## src/rtl/seq_timing_core.sv

```systemverilog
module seq_timing_core #(
  parameter int SC_W   = 4,
  parameter int OP_W   = 3,
  parameter int ADDR_W = 12
) (
  input  logic                        clk,
  input  logic                        rst_n,
  input  logic [ADDR_W+OP_W:0]        instr,
  input  logic                        start,
  input  logic                        halt,
  input  logic                        fgi,
  input  logic                        fgo,
  input  logic                        ion,
  input  logic                        iof,
  input  logic                        sc_clr,
  output logic [(1<<SC_W)-1:0]        t_sig,
  output logic [(1<<OP_W)-1:0]        d_sig,
  output logic                        ind,
  output logic [2:0]                  fetch_step,
  output logic                        reg_ref,
  output logic                        io_op,
  output logic                        ar_clr,
  output logic                        tr_from_pc,
  output logic                        mem_wr_tr,
  output logic                        pc_clr,
  output logic                        pc_inc
);
  localparam int NT  = 1 << SC_W;
  localparam int ND  = 1 << OP_W;
  localparam int IW  = ADDR_W + OP_W + 1;

  logic [SC_W-1:0] sc;
  logic [OP_W-1:0] op;
  logic            run, pend, ien;
  logic [NT-1:0]   t_raw;
  logic            int_end, decode_now, arm;

  assign t_raw      = {{(NT-1){1'b0}}, 1'b1} << sc;
  assign t_sig      = run ? t_raw : '0;
  assign d_sig      = {{(ND-1){1'b0}}, 1'b1} << op;
  assign int_end    = pend & t_sig[2];
  assign decode_now = ~pend & t_sig[2];
  assign arm        = ien & (fgi | fgo) & ~|t_raw[2:0];

  assign fetch_step = pend ? 3'b000 : t_sig[2:0];
  assign reg_ref    = d_sig[ND-1] & ~ind & t_sig[3];
  assign io_op      = d_sig[ND-1] &  ind & t_sig[3];
  assign ar_clr     = pend & t_sig[0];
  assign tr_from_pc = pend & t_sig[0];
  assign mem_wr_tr  = pend & t_sig[1];
  assign pc_clr     = pend & t_sig[1];
  assign pc_inc     = int_end;

  always_ff @(posedge clk) begin
    if (!rst_n) begin
      sc   <= '0;
      run  <= 1'b0;
      pend <= 1'b0;
      ien  <= 1'b0;
      op   <= '0;
      ind  <= 1'b0;
    end else begin
      if (run) sc <= (sc_clr | int_end) ? '0 : sc + 1'b1;

      if (halt)       run <= 1'b0;
      else if (start) run <= 1'b1;

      if (int_end)  pend <= 1'b0;
      else if (arm) pend <= 1'b1;

      if (int_end)  ien <= 1'b0;
      else if (ion) ien <= 1'b1;
      else if (iof) ien <= 1'b0;

      if (decode_now) begin
        op  <= instr[IW-2 -: OP_W];
        ind <= instr[IW-1];
      end
    end
  end

  p_advance_r1: assert property (@(posedge clk) disable iff (!rst_n)
    (run && !sc_clr && !pend) |=> (sc == $past(sc) + 1'b1));

  p_clear_r4: assert property (@(posedge clk) disable iff (!rst_n)
    (run && sc_clr) |=> (sc == '0));

  p_arm_window_r5: assert property (@(posedge clk) disable iff (!rst_n)
    $rose(pend) |-> $past(ien && (fgi || fgo) && sc > 2));

  p_int_exit_r8: assert property (@(posedge clk) disable iff (!rst_n)
    (run && pend && sc == 2) |=> (!pend && !ien && sc == '0));

  p_halt_freeze_r11: assert property (@(posedge clk) disable iff (!rst_n)
    !run |=> $stable(sc));

  p_onehot_r2: assert property (@(posedge clk) disable iff (!rst_n)
    $onehot0(t_sig));

  p_fetch_excl_r6: assert property (@(posedge clk) disable iff (!rst_n)
    !((|fetch_step) && (ar_clr || mem_wr_tr || pc_inc)));
endmodule

```

## config.mk

```make
export PLATFORM = sky130hd
export DESIGN_NAME = seq_timing_core
export DESIGN_NICKNAME = d
export VERILOG_FILES = /design/src/rtl/seq_timing_core.sv
export SDC_FILE = /design/constraint.sdc
export NUM_CORES = 1
export LEC_CHECK = 0
export BUFFER_PORTS_ARGS = -buffer_cell sky130_fd_sc_hd__buf_4
export CORE_MARGIN = 4
export CORE_UTILIZATION = 29
export DETAILED_ROUTE_END_ITERATION = 6
export PLACE_DENSITY = 0.72
export SYNTH_ARGS = -nofsm -noshare
export SYNTH_HDL_FRONTEND = slang
export SYNTH_SLANG_ARGS = --single-unit
```

## constraint.sdc

```tcl
create_clock -name clk -period 4.8 [get_ports clk]
set_clock_uncertainty 0.2 [all_clocks]
set_input_delay 0.24 -clock clk [delete_from_list [all_inputs] [get_ports clk]]
set_output_delay 0.24 -clock clk [all_outputs]
set_load 0.03 [all_outputs]
```

==> metrics.md <==
| Metric | Value |
|---|---|
| Async SR Flop Fraction | `0` |
| Reg2Reg Setup Slack | `3.07 ns` |
| Mapped Area | `857.1 µm²` |
| CP Class | `reg2out` |
| Hold Path Class | `in2reg` |
| DIE WIDTH | `62.37 µm` |
| Critical Path RT | `4.36 ns` |
| Vias in the first global route | `832` |
| Total Wirelength | `2.307 mm` |
| Initial DRC count | `16` |
| Reg-to-reg endpoint | `pend` |
| Drt drc | `0` |
| Syn nets | `135` |
| Hold slack | `0.01392 ns` |
| Die area | `0.003889 mm²` |
| Core area | `0.002781 mm²` |
| Critical Path AT | `1.79 ns` |
| Buf/Inv on CP | `1` |
| Final setup viols | `0` |
| Ys Warns | `0` |
| GPL Wtd Cong | `0.7453` |
| Multi-input gate area | `551.8 µm²` |
| Clk Latency, worst-skew pair | `0.28 ns` |
| Peak VDD IR | `0.1122 mV` |
| Slew @ Worst Pin | `0.5397 ns` |
| Sequential element share of the synthesized area | `0.2569` |
| Combinational power share | `0.122` |
| Finished Layout Cells | `178` |
| Yosys cell types | `33` |
| Clk root buf | `clkbuf_4` |
| Vias per cell | `4.837` |
| Placed insts | `173` |
| Total CTS buffers | `3` |
| First-pass GRT wire length | `3.877 mm` |
| Area grow syn2layout | `42.34%` |
| Clock share of power | `0.356` |
| Layout cells sized above 1 | `0.3741` |
| Final TNS setup | `0 ns` |
| Antenna diode count | `0` |
| CP Depth | `4` |
| Io pins | `60` |
| P_int | `135.9 µW` |
| Clock tree buffer depth | `2` |
| Status | `completed` |
| Gate Count Post-Synth | `104` |
| Worst path top cell family by delay | `simple AND/OR/NAND/NOR gates` |
| EDFF count, synth | `0` |
| Net switching power figure | `46.32 µW` |
| Die H | `62.37 µm` |
| Cell Pwr Density | `149.4 mW/mm²` |
| CTS HTree Levels | `1` |
| Critical Path End | `fetch_step[0]` |
| Avg Cell Area, Syn | `8.241 µm²` |
| Period Utilization, post-route | `0.4643` |
| Cts repair resizes | `0` |
| CTS tree | `built` |
| Antenna Violating Nets Remaining | `0` |
| Total GRT Usage | `0.1197` |
| Sink Count | `11` |
| Post-layout minimum cycle time | `2.229 ns` |
| Drt wl/cell | `12.96 µm` |
| IO Port Bufs | `47` |
| DP HPWL | `1.811 mm` |
| Max Cap Viol | `0` |
| Worst-path cell chain | `nor3b_1 > and2_1 > nor2b_1 > buf_4` |
| Pin count of the biggest net entering global routing | `20` |
| Max-slew violations | `0` |
| Flops & latches, synth | `11` |
| Setup crit start | `run` |
| Initial antenna violation count | `0` |
| Worst setup SP type | `flip-flop` |
| Nets | `179` |
| Total gr overflow | `0` |
| Most frequently used flop master after synthesis | `dfxtp_1` |
| DR pass1 iterations | `4` |
| Reg-to-Reg Start | `sc[0]` |
| Flop pwr share | `0.523` |
| Slowest-stage cell, CP | `dfxtp_1` |
| Row count | `19` |
| Worst setup EP type | `primary output` |
| Final Hold Viols | `0` |
| Reg clk slew, reported paths | `0.08 ns` |
| Vias | `861` |
| Max-slew headroom | `0.6397` |
| Starting Density | `0.3081` |
| Leakage | `0.0006482 µW` |
| Fmax | `0.4487 GHz` |
| Sw frac | `0.2542` |
| RSZ-0062 raised after global routing | `no` |
| R2r worst-path depth | `5` |
| CP Max Fanout | `16` |
| Max incr delay on CP | `0.62 ns` |
| # fillers | `281` |
| Register Area | `220.2 µm²` |
==> through the flow <==
stage	total power [µW]	util	area, µm²	worst slack (ns)
final	182.2	0.4386	1220	2.571
after global routing	191.8	0.4386	1220	2.413
after CTS	183.7	0.4386	1220	2.597
after detailed placement	118.8	0.4251	1182	2.918
after global placement	118.2	0.4251	1182	2.951
after floorplan	107.3	-	857.1	2.404
==> power by group through the flow <==
| stage | Sequential (µW) | Combinational (µW) | Clock (µW) |
|---|---|---|---|
| after detailed placement | 97.3 | 21.5 | 0 |
| after global placement | 97.2 | 21.0 | 0 |
| after global routing | 95.7 | 23.8 | 72.3 |
| after CTS | 95.2 | 22.2 | 66.3 |
| final | 95.2 | 22.2 | 64.8 |
| after floorplan | 95.9 | 11.4 | 0 |
==> metal layers <==
layer / vias to the layer above / routed length, µm / GRT usage
met3: 5 / 168 / 0.03964
met2: 28 / 1166 / 0.2137
li1: 446 / - / -
met1: 382 / 930 / 0.1279
met5: - / 0 / 0
met4: 0 / 40 / 0.04775
==> registers in the layout, summed over array words and instances (netlist names) <==
name	flops
sc	4
op	3
ien	1
ind	1
pend	1
run	1
==> kinds of logic (layout without fill, tap and decap cells) <==
family                   after synthesis  after routing  share of synthesized area
AO/OA/AOI/OAI                          7              7                    0.06423
XOR/XNOR                               1              1                    0.01022
adder cells (fa/ha/maj)                6              6                    0.08759
buffers and inverters                 14             57                    0.09927
flip-flops                            11             11                     0.2569
multiplexers                           4              4                    0.04672
AND/OR/NAND/NOR                       61             61                     0.4351
==> cells in the final DEF, fill, tap and decap left out, types with 4 or more instances in the layout <==
cell     netlist  routed
buf_4          3      47
nand2_1       14      14
and3_1        12      12
dfxtp_1       11      11
nor3b_1        8       8
nor2_1         6       6
ha_1           6       6
inv_1          5       5
and2_1         4       4
mux2i_1        4       4
==> what timing repair did <==
action / in CTS / in global routing
hold endpoints to repair: 1 / 0
buffers inserted: 0 / 0
hold buffers: 1 / 0
==> worst min path at each step <==
| stage | to | cells after the start | slack [ns] | start |
|---|---|---|---|---|
| after global placement | run | 2 | 0.20 | halt |
| after floorplan | run | 1 | 0.12 | halt |
| after global routing | op[1] | 3 | 0.004 | instr[13] |
| final | op[1] | 3 | 0.01 | instr[13] |
| after detailed placement | run | 2 | 0.20 | halt |
| after CTS | op[1] | 3 | 0.01 | instr[13] |
==> area by class of cell <==
class | instances | share of cell area
tap | 31 | 0.03179
timing repair buffer | 48 | 0.2974
clock buffer | 3 | 0.01846
multi-input combinational | 79 | 0.4523
clock inverter | 1 | 0.004103
sequential | 11 | 0.1805
inverter | 5 | 0.01538
==> worst reg2reg max path, delay by kind of cell (launching register included) <==
family,cells,cell delay [ns]
AO/OA/AOI/OAI,2,0.32
adder cells (fa/ha/maj),1,0.26
buffers and inverters,1,0.10
flip-flops,1,0.41
AND/OR/NAND/NOR,1,0.38
==> cells in the mapped netlist (2+ instances only) <==
master / count / area (µm²)
and2_1: 4 / 25.02
and3_1: 12 / 75.07
and3b_1: 2 / 17.52
buf_4: 3 / 22.52
buf_6: 2 / 22.52
clkbuf_1: 2 / 7.510
dfxtp_1: 11 / 220.2
ha_1: 6 / 75.07
inv_1: 5 / 18.77
mux2i_1: 4 / 40.04
nand2_1: 14 / 52.55
nor2_1: 6 / 22.52
nor2b_1: 3 / 18.77
nor3_1: 2 / 10.01
nor3b_1: 8 / 60.06
o211a_1: 2 / 20.02
o32ai_1: 2 / 17.52
No activity file was read; power rests on OpenSTA's default activity.
